## src/rtl/disp_cmd_pkg.sv

```systemverilog
package disp_cmd_pkg;
    localparam int BYTE_W    = 8;
    localparam int RAM_DEPTH = 14;
    localparam int ADDR_W    = 4;
    localparam int DIM_W     = 3;
    localparam int MODE_W    = 2;

    typedef enum logic [1:0] {
        CMD_MODE = 2'b00,
        CMD_DATA = 2'b01,
        CMD_CTRL = 2'b10,
        CMD_ADDR = 2'b11
    } cmd_class_e;

    typedef enum logic [1:0] {
        ST_IDLE,
        ST_CMD,
        ST_WRITE,
        ST_IGNORE
    } rx_state_e;

    typedef struct packed {
        logic       test;
        logic       fixed;
        logic [1:0] wsel;
    } data_cfg_t;
endpackage

```

## src/rtl/disp_cmd_sync.sv

```systemverilog
module disp_cmd_sync #(
    parameter int               WIDTH     = 3,
    parameter int               STAGES    = 2,
    parameter logic [WIDTH-1:0] RESET_VAL = '0
) (
    input  logic             clk,
    input  logic             rst_n,
    input  logic [WIDTH-1:0] async_in,
    output logic [WIDTH-1:0] sync_out
);
    generate
        for (genvar g = 0; g < WIDTH; g++) begin : g_bit
            logic [STAGES-1:0] chain;
            always_ff @(posedge clk or negedge rst_n) begin
                if (!rst_n) begin
                    chain <= {STAGES{RESET_VAL[g]}};
                end else begin
                    chain <= {chain[STAGES-2:0], async_in[g]};
                end
            end
            assign sync_out[g] = chain[STAGES-1];
        end
    endgenerate
endmodule

```

## src/rtl/disp_cmd_shift.sv

```systemverilog
module disp_cmd_shift #(
    parameter int BYTE_W = 8
) (
    input  logic              clk,
    input  logic              rst_n,
    input  logic              stb,
    input  logic              sck,
    input  logic              din,
    output logic              byte_vld,
    output logic [BYTE_W-1:0] byte_data,
    output logic              byte_first
);
    localparam int CNT_W = $clog2(BYTE_W);

    logic              sck_q;
    logic              sck_rise;
    logic [CNT_W-1:0]  bit_cnt;
    logic [BYTE_W-1:0] shreg;
    logic              first_pend;

    assign sck_rise = sck && !sck_q;

    always_ff @(posedge clk or negedge rst_n) begin
        if (!rst_n) begin
            sck_q      <= 1'b0;
            bit_cnt    <= '0;
            shreg      <= '0;
            first_pend <= 1'b1;
            byte_vld   <= 1'b0;
            byte_data  <= '0;
            byte_first <= 1'b0;
        end else begin
            sck_q    <= sck;
            byte_vld <= 1'b0;
            if (stb) begin
                bit_cnt    <= '0;
                shreg      <= '0;
                first_pend <= 1'b1;
            end else if (sck_rise) begin
                shreg <= {din, shreg[BYTE_W-1:1]};
                if (bit_cnt == CNT_W'(BYTE_W - 1)) begin
                    bit_cnt    <= '0;
                    byte_vld   <= 1'b1;
                    byte_data  <= {din, shreg[BYTE_W-1:1]};
                    byte_first <= first_pend;
                    first_pend <= 1'b0;
                end else begin
                    bit_cnt <= bit_cnt + CNT_W'(1);
                end
            end
        end
    end

    AST_FLUSH_ON_STROBE: assert property (@(posedge clk) disable iff (!rst_n)
        $rose(stb) |=> (bit_cnt == '0 && first_pend));
    AST_NO_BYTE_WHILE_HIGH: assert property (@(posedge clk) disable iff (!rst_n)
        (stb && $past(stb)) |-> !byte_vld);
endmodule

```

## src/rtl/disp_cmd_ram.sv

```systemverilog
module disp_cmd_ram #(
    parameter int DEPTH  = 14,
    parameter int WIDTH  = 8,
    parameter int ADDR_W = 4
) (
    input  logic              clk,
    input  logic              rst_n,
    input  logic              we,
    input  logic [ADDR_W-1:0] waddr,
    input  logic [WIDTH-1:0]  wdata,
    input  logic [ADDR_W-1:0] raddr,
    output logic [WIDTH-1:0]  rdata
);
    logic [WIDTH-1:0] mem [DEPTH];

    generate
        for (genvar g = 0; g < DEPTH; g++) begin : g_cell
            always_ff @(posedge clk or negedge rst_n) begin
                if (!rst_n) begin
                    mem[g] <= '0;
                end else if (we && waddr == ADDR_W'(g)) begin
                    mem[g] <= wdata;
                end
            end
        end
    endgenerate

    always_comb begin
        rdata = '0;
        for (int i = 0; i < DEPTH; i++) begin
            if (raddr == ADDR_W'(i)) begin
                rdata = mem[i];
            end
        end
    end

    AST_WE_ADDR_IN_RANGE: assert property (@(posedge clk) disable iff (!rst_n)
        we |-> (int'(waddr) < DEPTH));
endmodule

```

## src/rtl/disp_cmd_ctrl.sv

```systemverilog
module disp_cmd_ctrl
    import disp_cmd_pkg::*;
#(
    parameter int BYTE_W    = 8,
    parameter int RAM_DEPTH = 14,
    parameter int ADDR_W    = 4,
    parameter int DIM_W     = 3,
    parameter int MODE_W    = 2
) (
    input  logic              clk,
    input  logic              rst_n,
    input  logic              stb,
    input  logic              byte_vld,
    input  logic [BYTE_W-1:0] byte_data,
    input  logic              byte_first,
    output logic [MODE_W-1:0] mode,
    output logic              disp_on,
    output logic [DIM_W-1:0]  dim,
    output data_cfg_t         cfg,
    output logic [ADDR_W-1:0] cur_addr,
    output logic              ram_we,
    output logic [ADDR_W-1:0] ram_waddr,
    output logic [BYTE_W-1:0] ram_wdata
);
    localparam logic [ADDR_W-1:0] LAST_ADDR = ADDR_W'(RAM_DEPTH - 1);
    localparam logic [MODE_W-1:0] MODE_RST  = '1;

    rx_state_e  state, state_nx;
    cmd_class_e cls;
    logic       cmd_take;
    logic       addr_ok;
    logic       cmd_unused;

    assign cls        = cmd_class_e'(byte_data[BYTE_W-1:BYTE_W-2]);
    assign cmd_take   = (state == ST_CMD) && byte_vld && byte_first && !stb;
    assign addr_ok    = (cur_addr <= LAST_ADDR);
    assign cmd_unused = ^byte_data[5:4];

    always_ff @(posedge clk or negedge rst_n) begin
        if (!rst_n) begin
            state <= ST_IDLE;
        end else begin
            state <= state_nx;
        end
    end

    always_comb begin
        state_nx = state;
        unique case (state)
            ST_IDLE: begin
                if (!stb) state_nx = ST_CMD;
            end
            ST_CMD: begin
                if (stb) begin
                    state_nx = ST_IDLE;
                end else if (cmd_take) begin
                    state_nx = (cls == CMD_ADDR) ? ST_WRITE : ST_IGNORE;
                end
            end
            ST_WRITE: begin
                if (stb) state_nx = ST_IDLE;
            end
            ST_IGNORE: begin
                if (stb) state_nx = ST_IDLE;
            end
        endcase
    end

    always_comb begin
        ram_we    = (state == ST_WRITE) && byte_vld && !stb
                    && addr_ok && (cfg.wsel == 2'b00);
        ram_waddr = cur_addr;
        ram_wdata = byte_data;
    end

    always_ff @(posedge clk or negedge rst_n) begin
        if (!rst_n) begin
            mode     <= MODE_RST;
            disp_on  <= 1'b0;
            dim      <= '0;
            cfg      <= '0;
            cur_addr <= '0;
        end else if (cmd_take) begin
            unique case (cls)
                CMD_MODE: begin
                    if (byte_data[MODE_W-1:0] != mode) begin
                        mode    <= byte_data[MODE_W-1:0];
                        disp_on <= 1'b0;
                    end
                end
                CMD_DATA: begin
                    cfg.wsel  <= byte_data[1:0];
                    cfg.fixed <= byte_data[2];
                    cfg.test  <= byte_data[3];
                end
                CMD_CTRL: begin
                    disp_on <= byte_data[3];
                    dim     <= byte_data[DIM_W-1:0];
                end
                CMD_ADDR: begin
                    cur_addr <= byte_data[ADDR_W-1:0];
                end
            endcase
        end else if (ram_we && !cfg.fixed) begin
            cur_addr <= cur_addr + ADDR_W'(1);
        end
    end

    AST_MODE_CHANGE_BLANKS: assert property (@(posedge clk) disable iff (!rst_n)
        (mode != $past(mode)) |-> !disp_on);
    AST_CMD_IS_FIRST_BYTE: assert property (@(posedge clk) disable iff (!rst_n)
        (state == ST_CMD && byte_vld && !stb) |-> byte_first);
    AST_IDLE_ON_STROBE: assert property (@(posedge clk) disable iff (!rst_n)
        stb |=> (state == ST_IDLE));
    AST_ADDR_STEPS: assert property (@(posedge clk) disable iff (!rst_n)
        $past(ram_we && !cfg.fixed) |-> (cur_addr == $past(cur_addr) + ADDR_W'(1)));
    AST_ADDR_HOLDS: assert property (@(posedge clk) disable iff (!rst_n)
        $past(ram_we && cfg.fixed) |-> $stable(cur_addr));
    AST_NO_WRITE_OUT_OF_RANGE: assert property (@(posedge clk) disable iff (!rst_n)
        (cur_addr > LAST_ADDR) |-> !ram_we);
endmodule

```

## src/rtl/disp_cmd_rx.sv

```systemverilog
module disp_cmd_rx
    import disp_cmd_pkg::*;
(
    input  logic                 clk,
    input  logic                 rst_n,
    input  logic                 ser_stb,
    input  logic                 ser_clk,
    input  logic                 ser_din,
    input  logic [ADDR_W-1:0]    scan_addr,
    output logic [BYTE_W-1:0]    scan_data,
    output logic [MODE_W-1:0]    mode_sel,
    output logic                 disp_on,
    output logic [DIM_W-1:0]     dim_level,
    output logic                 addr_fixed,
    output logic                 test_mode,
    output logic [1:0]           write_sel,
    output logic [ADDR_W-1:0]    cur_addr
);
    localparam int SYNC_W = 3;

    logic [SYNC_W-1:0] raw_in, sync_in;
    logic              stb_s, sck_s, din_s;
    logic              byte_vld, byte_first;
    logic [BYTE_W-1:0] byte_data;
    data_cfg_t         cfg;
    logic              ram_we;
    logic [ADDR_W-1:0] ram_waddr;
    logic [BYTE_W-1:0] ram_wdata;

    assign raw_in = {ser_stb, ser_clk, ser_din};
    assign {stb_s, sck_s, din_s} = sync_in;

    disp_cmd_sync #(
        .WIDTH    (SYNC_W),
        .STAGES   (2),
        .RESET_VAL(3'b100)
    ) u_sync (
        .clk     (clk),
        .rst_n   (rst_n),
        .async_in(raw_in),
        .sync_out(sync_in)
    );

    disp_cmd_shift #(
        .BYTE_W(BYTE_W)
    ) u_shift (
        .clk       (clk),
        .rst_n     (rst_n),
        .stb       (stb_s),
        .sck       (sck_s),
        .din       (din_s),
        .byte_vld  (byte_vld),
        .byte_data (byte_data),
        .byte_first(byte_first)
    );

    disp_cmd_ctrl #(
        .BYTE_W   (BYTE_W),
        .RAM_DEPTH(RAM_DEPTH),
        .ADDR_W   (ADDR_W),
        .DIM_W    (DIM_W),
        .MODE_W   (MODE_W)
    ) u_ctrl (
        .clk       (clk),
        .rst_n     (rst_n),
        .stb       (stb_s),
        .byte_vld  (byte_vld),
        .byte_data (byte_data),
        .byte_first(byte_first),
        .mode      (mode_sel),
        .disp_on   (disp_on),
        .dim       (dim_level),
        .cfg       (cfg),
        .cur_addr  (cur_addr),
        .ram_we    (ram_we),
        .ram_waddr (ram_waddr),
        .ram_wdata (ram_wdata)
    );

    disp_cmd_ram #(
        .DEPTH (RAM_DEPTH),
        .WIDTH (BYTE_W),
        .ADDR_W(ADDR_W)
    ) u_ram (
        .clk  (clk),
        .rst_n(rst_n),
        .we   (ram_we),
        .waddr(ram_waddr),
        .wdata(ram_wdata),
        .raddr(scan_addr),
        .rdata(scan_data)
    );

    assign addr_fixed = cfg.fixed;
    assign test_mode  = cfg.test;
    assign write_sel  = cfg.wsel;
endmodule

```

## config.mk

```make
export PLATFORM = sky130hd
export DESIGN_NAME = disp_cmd_rx
export DESIGN_NICKNAME = d
export VERILOG_FILES = /design/src/rtl/disp_cmd_pkg.sv /design/src/rtl/disp_cmd_sync.sv /design/src/rtl/disp_cmd_shift.sv /design/src/rtl/disp_cmd_ram.sv /design/src/rtl/disp_cmd_ctrl.sv /design/src/rtl/disp_cmd_rx.sv
export SDC_FILE = /design/constraint.sdc
export NUM_CORES = 1
export LEC_CHECK = 0
export BUFFER_PORTS_ARGS = -buffer_cell sky130_fd_sc_hd__buf_2
export CELL_PAD_IN_SITES_DETAIL_PLACEMENT = 0
export CELL_PAD_IN_SITES_GLOBAL_PLACEMENT = 1
export CORE_MARGIN = 4
export CORE_UTILIZATION = 55
export CTS_BUF_LIST = sky130_fd_sc_hd__clkbuf_16
export DETAILED_ROUTE_END_ITERATION = 16
export PLACE_DENSITY = 0.86
export SYNTH_ARGS = -nofsm -noshare
export SYNTH_HDL_FRONTEND = slang
export SYNTH_HIERARCHICAL = 1
export SYNTH_SLANG_ARGS = --single-unit
```

## constraint.sdc

```tcl
create_clock -name clk -period 7 [get_ports clk]
set_input_delay 1.4 -clock clk [delete_from_list [all_inputs] [get_ports clk]]
set_output_delay 1.4 -clock clk [all_outputs]
set_load 0.01 [all_outputs]
```

==> results.md <==
* Clk pin slew, worst setup/hold paths at 60 ps
* DIE HEIGHT at between 100 and 150 um
* Worst R2R End: u_ram/mem[87]
* Syn nets at roughly 560
* Largest net degree at the start of global routing at 87
* Net count reported at finish at between 500 and 600
* Via Count at 4,458
* Final hold violations at 0
* Clk sinks at approximately 160
* Floorplan row count at 41
* Worst skew pair latency at 430 ps
* Inst Count DP at around 710
* Number of global-route vias before repair at roughly 4.7k
* Register area share after synthesis at between 50% and 60%
* Buffer count from post-CTS setup fixing at 0
* DR iter-0 viols at 330
* Count leader, synth: dfrtp_1
* Final WS setup at 2219 ps
* Initial antenna violation count at 0
* DR vias/cell at 6.024
* Post-Syn Area per Cell at 13.29 sq um
* FF-to-FF Start: u_ctrl/cur_addr[1]
* Data arrival time of the worst path at ~3400 ps
* Starting Density at ~57%
* Final Max Tran Viols at 0
* Min-Delay Endpoint: u_sync/g_bit[2].chain[1]
* Final Skew at approximately 8.5 ps
* Non-filler instance count after layout at 740
* Period utilization at between 60 and 70%
* Fmax at 209.2 MHz
* Placer Congestion at ~0.82
* GRT overflow at 0
* CP max FO at 14
* CTS resizes at 0
* # DRC at 0
* Hold_sp: u_sync/g_bit[2].chain[0]
* Post-Syn Instances at around 550
* Syn-to-layout area delta at 9.242%
* Max IR drop VDD at roughly 0.18 mV
* Unrepaired setup endpoints after global routing: no
* Status: complete, no violations
* Total Routing Usage GR at ~23%
* Routed len/inst at 20.74 um
* Area post-placement at approximately 7400 sq um
* Mapped Area at between 7000 and 8000 sq um
* Critical setup path kind: in -> out
* Synth warn at 6
* Antenna diodes at 0
* Buffers on Ports at 30
* Clock buffer count from CTS at 17
* Post-synth cell types at between 50 and 60
* Total negative slack at 0 ps
* Minimum clock period at around 4800 ps
* Critical Path Source Type: input pin
* Main flop type after synthesis: dfrtp_1
* CTS tree: done
* Detail Route Antenna Nets at 0
* Clock Tree Root: clkbuf_16
* Clk buf depth at 2
* P_leak at around 3.8 nW
* First-pass GRT wire length at around 25 mm
* Worst slack, placed at between 2000 and 2500 ps
* Reg2reg setup slack at ~3700 ps
* Die W at about 120 um
* Critical Path RT at ~5600 ps
* Worst reg2reg path depth at 7
* Worst Hold Path Cells at 0
* Post-synth top cells: dfrtp_1, mux2_2, nand2_1
* Hold_buf cts at 0
* Synth top area cells: dfrtp_1, mux2_2, mux4_2
* Top-area cell type share of the netlist area at between 50% and 60%
* Synth Register Bits at ~160
* Design Power at between 1.5 and 2 mW
* Post-synth ARST share at 100.0%
* Max Cap Viol at 0
* Slew @ Worst Pin at approximately 1000 ps
* Min-delay worst type: reg -> reg
* Number of I/O pins at 31
* Die Area at approximately 15,000 sq um
* Largest area contributor in the netlist: dfrtp_1
* Final Setup Violations at 0
* Core area at 12,820 sq um
* Crit end category: primary output
* Post-route design area at roughly 8000 sq um
* Final HPWL DP at 9.901 mm
* Routed Wire Length at ~15 mm
* Share of cells above drive strength 1 at approximately two fifths
* First-pass DRT Iterations at 6
* H-tree depth at 4
* Pwr per Cell Area at between 200 and 250 nW/um^2
* EDFF count, synth at 0
* Max-Slew Margin vs Limit at 30.53%
[layout by cell type (no fill, tap or decap), types with 4 or more instances in the layout]
cell / Yosys / layout
dfrtp_1: 151 / 151
mux2_2: 127 / 127
nand2_1: 35 / 35
buf_2: 13 / 29
a21oi_1: 23 / 23
o21ai_0: 21 / 21
clkbuf_16: 0 / 17
mux2i_1: 14 / 14
mux4_2: 14 / 14
nor2_1: 12 / 12
inv_1: 9 / 10
o221ai_1: 8 / 8
nand2b_1: 8 / 8
nor2_2: 7 / 7
clkinv_1: 1 / 6
mux2_1: 6 / 6
nor2b_1: 6 / 6
nor3_1: 5 / 5
ha_1: 5 / 5
dfstp_2: 5 / 5
clkinvlp_4: 0 / 4
nand3_1: 4 / 4
[logic make-up (layout without fill, tap and decap cells)]
group,count (synthesis),count (layout),synth area share [%]
buf+inv,54,73,4.098
mux,161,161,26.77
simple gates,99,99,8.196
xor+xnor,2,2,0.2401
compound gates,72,72,6.259
flops,156,156,53.58
fa+ha+maj,5,5,0.8573
[critical path, stage by stage]
cell      delay [ps]
buf_2            300
clkinv_1         410
nor2_1           470
nand2_1          290
o21ai_0          230
o22ai_1          100
buf_2            160
[flip-flops by register name (all words and copies together) (netlist names), 2 cells and up]
| register | cells |
|---|---|
| u_sync/g_bit.chain | 6 |
| u_ctrl/cur_addr | 4 |
| u_ctrl/cfg | 4 |
| u_ctrl/state | 2 |
| u_shift/shreg | 7 |
| u_shift/bit_cnt | 3 |
| u_ctrl/dim | 3 |
| u_ctrl/mode | 2 |
| u_shift/byte_data | 8 |
| u_ram/mem | 112 |
[metal layers]
layer	vias to the layer above	global-route usage [%]	part of all wire, %
met5	-	0	0
met4	0	7.059	1.3
met3	15	6.176	4.1
met2	117	36.36	50
met1	2332	29.98	44
li1	1994	-	-
[power by group]
group,total [mW],internal [mW],switching [mW]
combinational,0.0624,0.0181,0.0442
clock,0.865,0.515,0.350
sequential,0.910,0.906,0.00400
total,1.84,1.44,0.398
[stage by stage]
step                hold WS (ps)  util (%)
CTS                        356.1     62.16
floorplan                  331.2         -
global route               362.4     62.16
detailed placement         335.5     57.81
global placement           335.7     57.81
finish                     355.9     62.16
[layout make-up]
cell class | count | area, sq um
clock buffers | 17 | 425.4
clock inverters | 15 | 131.4
fillers | 984 | 4853
inverters | 10 | 37.54
multi-input cells | 339 | 3088
flip-flops and latches | 156 | 3910
well taps | 172 | 215.2
repair buffers | 31 | 163.9
[worst max-delay path by stage]
stage / slack [ps] / cells past startpoint / start / end
finish: 2220 / 7 / scan_addr[2] / scan_data[5]
global route: 2030 / 6 / scan_addr[0] / scan_data[3]
CTS: 2180 / 4 / scan_addr[0] / scan_data[4]
detailed placement: 2180 / 4 / scan_addr[0] / scan_data[4]
global placement: 2240 / 4 / scan_addr[0] / scan_data[4]
floorplan: 3040 / 3 / scan_addr[0] / scan_data[4]
(Power assumes the default switching activity.)
